<file path="src/rtl/sweep_pkg.sv">
`timescale 1ns/1ps
package sweep_pkg;
  localparam int CHAN_W = 3;
  localparam int IDX_W  = 3;

  typedef enum logic [2:0] {ST_IDLE, ST_CONV, ST_LOCK, ST_ARM, ST_RDONE} state_t;
  typedef enum logic [1:0] {OP_NONE = 2'd0, OP_SEL = 2'd1, OP_READ = 2'd2, OP_CFG = 2'd3} op_t;

  // list lengths: odd selects are eight long, even selects four
  function automatic logic [IDX_W:0] seq_len(input logic [1:0] sel);
    return sel[0] ? 4'd8 : 4'd4;
  endfunction

  function automatic logic [CHAN_W-1:0] seq_chan(input logic [1:0] sel, input logic [IDX_W-1:0] idx);
    case (sel)
      2'd0:    return {1'b0, idx[1:0]};
      2'd1:    return idx;
      2'd2:    return {idx[1:0], 1'b0};
      default: return {idx[2:1], 1'b0};
    endcase
  endfunction
endpackage

</file>
<file path="src/rtl/sweep_seq_rom.sv">
`timescale 1ns/1ps
module sweep_seq_rom
  import sweep_pkg::*;
(
  input  logic [1:0]        sel,
  input  logic [IDX_W-1:0]  idx,
  output logic [CHAN_W-1:0] chan,
  output logic              last
);
  assign chan = seq_chan(sel, idx);
  assign last = ({1'b0, idx} == (seq_len(sel) - 1'b1));
endmodule

</file>
<file path="src/rtl/sweep_fifo.sv">
`timescale 1ns/1ps
module sweep_fifo #(
  parameter int WIDTH = 15,
  parameter int DEPTH = 8
) (
  input  logic                         clk,
  input  logic                         rst_n,
  input  logic                         clr,
  input  logic                         push,
  input  logic                         pop,
  input  logic [WIDTH-1:0]             wdata,
  output logic [WIDTH-1:0]             rdata,
  output logic [$clog2(DEPTH+1)-1:0]   level
);
  localparam int PTR_W = $clog2(DEPTH);
  localparam int LVL_W = $clog2(DEPTH+1);

  logic [WIDTH-1:0] slot_q [DEPTH];
  logic [PTR_W-1:0] wr_ptr, rd_ptr;

  function automatic logic [PTR_W-1:0] ptr_next(input logic [PTR_W-1:0] p);
    return (p == PTR_W'(DEPTH-1)) ? '0 : p + 1'b1;
  endfunction

  for (genvar g = 0; g < DEPTH; g++) begin : g_slot
    always_ff @(posedge clk) begin
      if (push && !clr && wr_ptr == PTR_W'(g)) slot_q[g] <= wdata;
    end
  end

  always_ff @(posedge clk or negedge rst_n) begin
    if (!rst_n) begin
      wr_ptr <= '0; rd_ptr <= '0; level <= '0;
    end else if (clr) begin
      wr_ptr <= '0; rd_ptr <= '0; level <= '0;
    end else begin
      if (push) wr_ptr <= ptr_next(wr_ptr);
      if (pop)  rd_ptr <= ptr_next(rd_ptr);
      case ({push, pop})
        2'b10:   level <= level + LVL_W'(1);
        2'b01:   level <= level - LVL_W'(1);
        default: level <= level;
      endcase
    end
  end

  assign rdata = slot_q[rd_ptr];


  no_overflow_chk: assert property (@(posedge clk) disable iff (!rst_n)
    (push && !clr) |-> level < LVL_W'(DEPTH));

  no_underflow_chk: assert property (@(posedge clk) disable iff (!rst_n)
    (pop && !clr) |-> level != '0);
endmodule

</file>
<file path="src/rtl/sweep_seq_ctrl.sv">
`timescale 1ns/1ps
module sweep_seq_ctrl
  import sweep_pkg::*;
#(
  parameter int DATA_W = 12,
  parameter int DEPTH  = 8
) (
  input  logic                        clk,
  input  logic                        rst_n,
  input  logic                        cmd_valid,
  input  logic [1:0]                  cmd_op,
  input  logic [1:0]                  cmd_seq,
  input  logic                        cmd_repeat,
  input  logic                        cmd_ext,
  input  logic [$clog2(DEPTH)-1:0]    cmd_thresh,
  input  logic                        ext_trig,
  output logic                        conv_start,
  output logic [CHAN_W-1:0]           conv_chan,
  input  logic                        conv_done,
  input  logic [DATA_W-1:0]           conv_data,
  output logic                        rd_valid,
  output logic [DATA_W-1:0]           rd_data,
  output logic [CHAN_W-1:0]           rd_chan,
  output logic                        int_n
);
  localparam int THR_W = $clog2(DEPTH);
  localparam int LVL_W = $clog2(DEPTH+1);
  localparam int ENT_W = DATA_W + CHAN_W;

  function automatic logic [LVL_W-1:0] thr_decode(input logic [THR_W-1:0] f);
    return LVL_W'(f) + LVL_W'(1);
  endfunction

  state_t            state_q;
  logic [IDX_W-1:0]  idx_q;
  logic [1:0]        seq_q;
  logic              rep_q, ext_q;
  logic [LVL_W-1:0]  thr_q;

  logic [CHAN_W-1:0] rom_chan;
  logic              rom_last;
  logic [ENT_W-1:0]  fifo_rdata;
  logic [LVL_W-1:0]  fifo_level;

  // named internal events
  logic cmd_sel, cmd_rd, cmd_cfg, trig_ev, accept_ev, fifo_clr;
  logic done_ev, hit_ev, pop_ev, lock_release;

  assign cmd_sel      = cmd_valid && (cmd_op == OP_SEL);
  assign cmd_rd       = cmd_valid && (cmd_op == OP_READ);
  assign cmd_cfg      = cmd_valid && (cmd_op == OP_CFG);
  assign trig_ev      = ext_q ? ext_trig : cmd_sel;
  assign accept_ev    = (state_q == ST_IDLE || state_q == ST_RDONE) && trig_ev && !cmd_cfg;
  assign fifo_clr     = cmd_cfg || (state_q == ST_RDONE && accept_ev);
  assign done_ev      = (state_q == ST_CONV) && conv_done && !cmd_cfg;
  assign hit_ev       = done_ev && ((fifo_level + LVL_W'(1)) == thr_q);
  assign pop_ev       = cmd_rd && (state_q != ST_CONV) && (fifo_level != '0) && !fifo_clr;
  assign lock_release = (state_q == ST_LOCK) && pop_ev && (fifo_level == LVL_W'(1));

  sweep_seq_rom i_rom (
    .sel  (seq_q),
    .idx  (idx_q),
    .chan (rom_chan),
    .last (rom_last)
  );

  sweep_fifo #(.WIDTH(ENT_W), .DEPTH(DEPTH)) i_fifo (
    .clk   (clk),
    .rst_n (rst_n),
    .clr   (fifo_clr),
    .push  (done_ev),
    .pop   (pop_ev),
    .wdata ({conv_chan, conv_data}),
    .rdata (fifo_rdata),
    .level (fifo_level)
  );

  always_ff @(posedge clk or negedge rst_n) begin
    if (!rst_n) begin
      state_q    <= ST_IDLE;
      idx_q      <= '0;
      seq_q      <= '0;
      rep_q      <= 1'b0;
      ext_q      <= 1'b0;
      thr_q      <= LVL_W'(DEPTH);
      conv_start <= 1'b0;
      conv_chan  <= '0;
      rd_valid   <= 1'b0;
      rd_data    <= '0;
      rd_chan    <= '0;
      int_n      <= 1'b1;
    end else begin
      conv_start <= 1'b0;
      rd_valid   <= pop_ev;
      if (pop_ev) begin
        rd_data <= fifo_rdata[DATA_W-1:0];
        rd_chan <= fifo_rdata[DATA_W +: CHAN_W];
        int_n   <= 1'b1;
      end
      if (cmd_cfg) begin
        seq_q   <= cmd_seq;
        rep_q   <= cmd_repeat;
        ext_q   <= cmd_ext;
        thr_q   <= thr_decode(cmd_thresh);
        idx_q   <= '0;
        int_n   <= 1'b1;
        state_q <= (state_q == ST_LOCK && cmd_ext) ? ST_ARM : ST_IDLE;
      end else begin
        unique case (state_q)
          ST_IDLE, ST_RDONE: begin
            if (accept_ev) begin
              state_q    <= ST_CONV;
              conv_start <= 1'b1;
              conv_chan  <= rom_chan;
              int_n      <= 1'b1;
            end
          end
          ST_CONV: begin
            if (hit_ev) begin
              state_q <= rep_q ? ST_RDONE : ST_LOCK;
              idx_q   <= '0;
              int_n   <= 1'b0;
            end else if (done_ev) begin
              state_q <= ST_IDLE;
              idx_q   <= rom_last ? '0 : idx_q + 1'b1;
            end
          end
          ST_LOCK: if (lock_release) state_q <= ext_q ? ST_ARM : ST_IDLE;
          ST_ARM:  if (cmd_sel) state_q <= ST_IDLE;
          default: state_q <= ST_IDLE;
        endcase
      end
    end
  end


  start_pulse_chk: assert property (@(posedge clk) disable iff (!rst_n)
    conv_start |=> !conv_start);

  busy_no_restart_chk: assert property (@(posedge clk) disable iff (!rst_n)
    (state_q == ST_CONV) |=> !conv_start);

  lock_silent_chk: assert property (@(posedge clk) disable iff (!rst_n)
    (state_q == ST_LOCK) |=> !conv_start);

  int_at_threshold_chk: assert property (@(posedge clk) disable iff (!rst_n)
    $fell(int_n) |-> (fifo_level == thr_q));

  cfg_clears_chk: assert property (@(posedge clk) disable iff (!rst_n)
    cmd_cfg |=> (int_n && fifo_level == '0));
endmodule

</file>
<file path="config.mk">
export PLATFORM = sky130hd
export DESIGN_NAME = sweep_seq_ctrl
export DESIGN_NICKNAME = d
export VERILOG_FILES = /design/src/rtl/sweep_pkg.sv /design/src/rtl/sweep_seq_rom.sv /design/src/rtl/sweep_fifo.sv /design/src/rtl/sweep_seq_ctrl.sv
export SDC_FILE = /design/constraint.sdc
export NUM_CORES = 1
export LEC_CHECK = 0
export ABC_AREA = 1
export BUFFER_PORTS_ARGS = -buffer_cell sky130_fd_sc_hd__buf_2
export CAP_MARGIN = 15
export CORE_UTILIZATION = 25
export CTS_CLUSTER_DIAMETER = 50
export CTS_CLUSTER_SIZE = 24
export DETAILED_ROUTE_END_ITERATION = 8
export GPL_ROUTABILITY_DRIVEN = 0
export MAX_ROUTING_LAYER = met4
export PLACE_DENSITY_LB_ADDON = 0.1
export SETUP_SLACK_MARGIN = 0.3
export SLEW_MARGIN = 0
export SYNTH_ARGS = -nofsm -noshare
export SYNTH_HDL_FRONTEND = slang
export SYNTH_SLANG_ARGS = --single-unit
</file>
<file path="constraint.sdc">
create_clock -name clk -period 3.2 [get_ports clk]
set_clock_uncertainty 0.15 [all_clocks]
set_input_delay 0.48 -clock clk [delete_from_list [all_inputs] [get_ports clk]]
set_output_delay 0.48 -clock clk [all_outputs]
set_load 0.005 [all_outputs]
</file>
==> out/metrics.yaml <==
place_area_sq_mm: 0.007712
grt_overflow_total: 0
post-synth-top-count-cell: "edfxtp_1"
cp.required_ns: 3.37
holdCritPathClass: "primary input to register"
period_share_pct: 74.18
crit-reg2reg-launch: "i_fifo.rd_ptr[2]"
max_freq_mhz: 421.2
ys_warn_count: 0
number_of_design_rule_violations_left_after_detail_routing: 0
net-switching-power_mw: 2.414
timing.reg2reg.setup_slack_ns: 0.83
timing.hold.worst_path_depth: 3
initialDrtViolationCount: 269
power_frac_comb_pct: 29.2
critPathMaxFanout: 17
async_reset_ff_share_pct: 27.27
post-dp-hpwl_um: 10960
synth_enable_flop_cells: 120
cts.root.buffer_cell: "clkbuf_16"
grt_pass1_vias: 4703
dpl.cell_count: 1020
detailedRoute.firstPassIterationCount: 5
layout.cells.non_filler: 1053
clk_pin_slew_worst_setup_hold_paths_ns: 0.07
synthesis.area_per_instance_sq_um: 11.40
power_dens_cells_mw_per_mm2: 838.9
synth_commonest_cells: "120 x edfxtp_1, 89 x nand2_1, 79 x o21ai_0"
hold-worst-slack_ns: 0.1266
setup.worst_path.class: "register to register"
rsz0062_at_grt: "no"
vdd_drop_max_mv: 0.2837
synth_area_leaders: "edfxtp_1 52%, dfrtp_1 15%, o21ai_0 5.7%"
dieHeight_um: 168.8
synthFlopType: "edfxtp_1"
synth_fp_nets: 649
run_status: "finished clean"
final.setup.worst_slack_ns: 0.8261
maxSlewViolCount: 0
power_leakage_nw: 3.135
timing_worst_slew_pin_value_ns: 0.8939
final_nets: 707
numCtsBuffers: 17
htree_levels: 4
final_period_minus_worst_setup_slack_ns: 2.374
placement.setup.worst_slack_ns: 0.6950
post_drt_via_cell_ratio: 4.401
critical-path-max-stage-delay_ns: 0.93
numPortBuffers: 46
fin_total_pwr_mw: 6.963
tritoncts: "done"
area_delta_synth_final_pct: 19.36
wl_per_cell_um: 16.82
antenna_violating_nets_post_route: 0
postRouteWirelength_um: 17710
synth_top_cell_area_share_pct: 51.82
data_arrival_time_of_the_critical_path_ns: 2.54
cts_num_sinks: 165
power_frac_seq_pct: 41.5
yosysTopAreaCell: "edfxtp_1"
chipWidth_um: 168.8
fp.dieArea_sq_mm: 0.02849
grt_start_max_net_pins: 36
grt_pass1_wl_um: 28020
fin_area_sq_mm: 0.008300
clock_latency_ns: 0.43
io_pins: 47
synth_seq_cells: 165
path_cells: "inv_1 > nand2_1 > nand3_1 > o21a_1"
mappedNetlistArea_sq_mm: 0.006954
bufs_on_longest_clock_path: 2
placement_rows: 60
finished_core_util_pct: 30.63
coreArea_sq_mm: 0.02710
worst_setup_path_start_kind: "register"
endpoint_kind: "register"
via_count: 4634
sw_share_pct: 34.67
max-slew-margin-rel_pct: 40.41
slowest_stage: "dfrtp_1"
synth_seq_area_share_pct: 68.05
diodes: 0
setup_tns_ns: 0
internal-power_mw: 4.549
postSynthCellCount: 610
worst_hold_startpoint: "cmd_seq[0]"
postCtsSetupRepairBufs: 0
whs_endpoint: "seq_q[0]"
setup_viols_final: 0
groute.usage.overall_pct: 13.68
worst_r2r_path_depth: 4
grt_antenna_before_repair: 0
synth.lib_cells_used.distinct: 33
hold_viol: 0
drv_cap: 0
power_frac_clock_pct: 29.3
drive_above_1_share_pct: 17.91
initial_utilization_pct: 25.66
post_cts.resized_instances: 0
crit-reg2reg-capture: "rd_chan[1]"
[cell families (layout without fill, tap and decap cells)]
| group | Yosys count | count (layout) | share of synthesized area, % |
|---|---|---|---|
| buffers and inverters | 67 | 138 | 3.976 |
| flip-flops | 165 | 165 | 68.05 |
| adder cells (fa/ha/maj) | 13 | 13 | 2.339 |
| XOR/XNOR | 2 | 2 | 0.2519 |
| multiplexers | 2 | 2 | 0.3238 |
| AO/OA/AOI/OAI | 138 | 138 | 11.26 |
| AND/OR/NAND/NOR | 223 | 223 | 13.80 |
[power groups by stage]
stage | Combinational [mW] | Sequential [mW] | Clock [mW]
floorplan | 1.35 | 2.89 | 0
global placement | 2.06 | 2.94 | 0
detailed placement | 2.07 | 2.95 | 0
CTS | 2.08 | 2.90 | 2.10
global route | 2.34 | 2.94 | 2.18
finish | 2.03 | 2.89 | 2.04
[state kept, by name, summed over array words and instances (netlist names)]
signal / flops
thr_q: 4
state_q: 3
i_fifo.rd_ptr: 3
i_fifo.wr_ptr: 3
idx_q: 3
conv_start: 1
i_fifo.level: 4
rd_valid: 1
i_fifo.slot_q: 120
int_n: 1
ext_q: 1
rep_q: 1
conv_chan: 3
rd_data: 12
seq_q: 2
rd_chan: 3
[placed cells by master, fill, tap and decap left out, types with 3 or more instances in the layout]
cell type   netlist  final
o21a_1           17     17
inv_1            34     34
nor3_2            0      6
clkinvlp_4        0      3
buf_4             1     19
clkbuf_16         0     17
dfrtp_1          43     43
buf_2             5     46
o22ai_1          35     35
edfxtp_1        120    120
nand3_1          36     36
nor2_1           76     76
ha_1             13     13
nand2_2           4      4
nand2_1          89     89
o21ai_0          79     79
inv_2             5      5
inv_6             0      5
[critical path, delay by kind of cell, from the launching register on]
family / cells / cell delay, ns
and+or+nand+nor: 2 / 0.38
buffers and inverters: 1 / 0.65
AOI/OAI and AO/OA: 1 / 0.16
DFF: 1 / 0.93
[per-layer routing]
layer	vias up	GRT usage [%]	share of wire, %
met5	-	-	0
met4	0	4.308	1.1
met3	14	2.338	2.1
met2	66	21.42	47
met1	2289	18.04	50
li1	2265	-	-
[cell type report]
cell class	count	area [sq um]
fill	2787	18800
sequential	165	4732
multi-input combinational	378	1976
tap	372	465.4
clock buffer	18	429.2
timing repair buffer	67	402.9
clock inverter	14	148.9
inverter	39	146.4
[worst max path at each step]
stage                           startpoint                   to  slack (ns)  cells after the start
after global routing       i_fifo.level[0]           rd_data[6]        0.57                      9
after global placement    i_fifo.rd_ptr[2]           rd_data[6]        0.71                      4
after CTS                 i_fifo.rd_ptr[2]           rd_data[6]        0.70                      4
after floorplan                  cmd_op[1]  i_fifo.slot_q[4][0]        0.52                      4
after detailed placement  i_fifo.rd_ptr[2]           rd_data[6]        0.69                      4
final                     i_fifo.rd_ptr[2]           rd_chan[1]        0.83                      4
[what timing repair did]
action | 4_1_cts | 5_1_grt
endpoints found under the setup margin | 0 | 0
hold endpoints to repair | 9 | 0
hold buffers | 1 | 0
(Power assumes the default switching activity.)
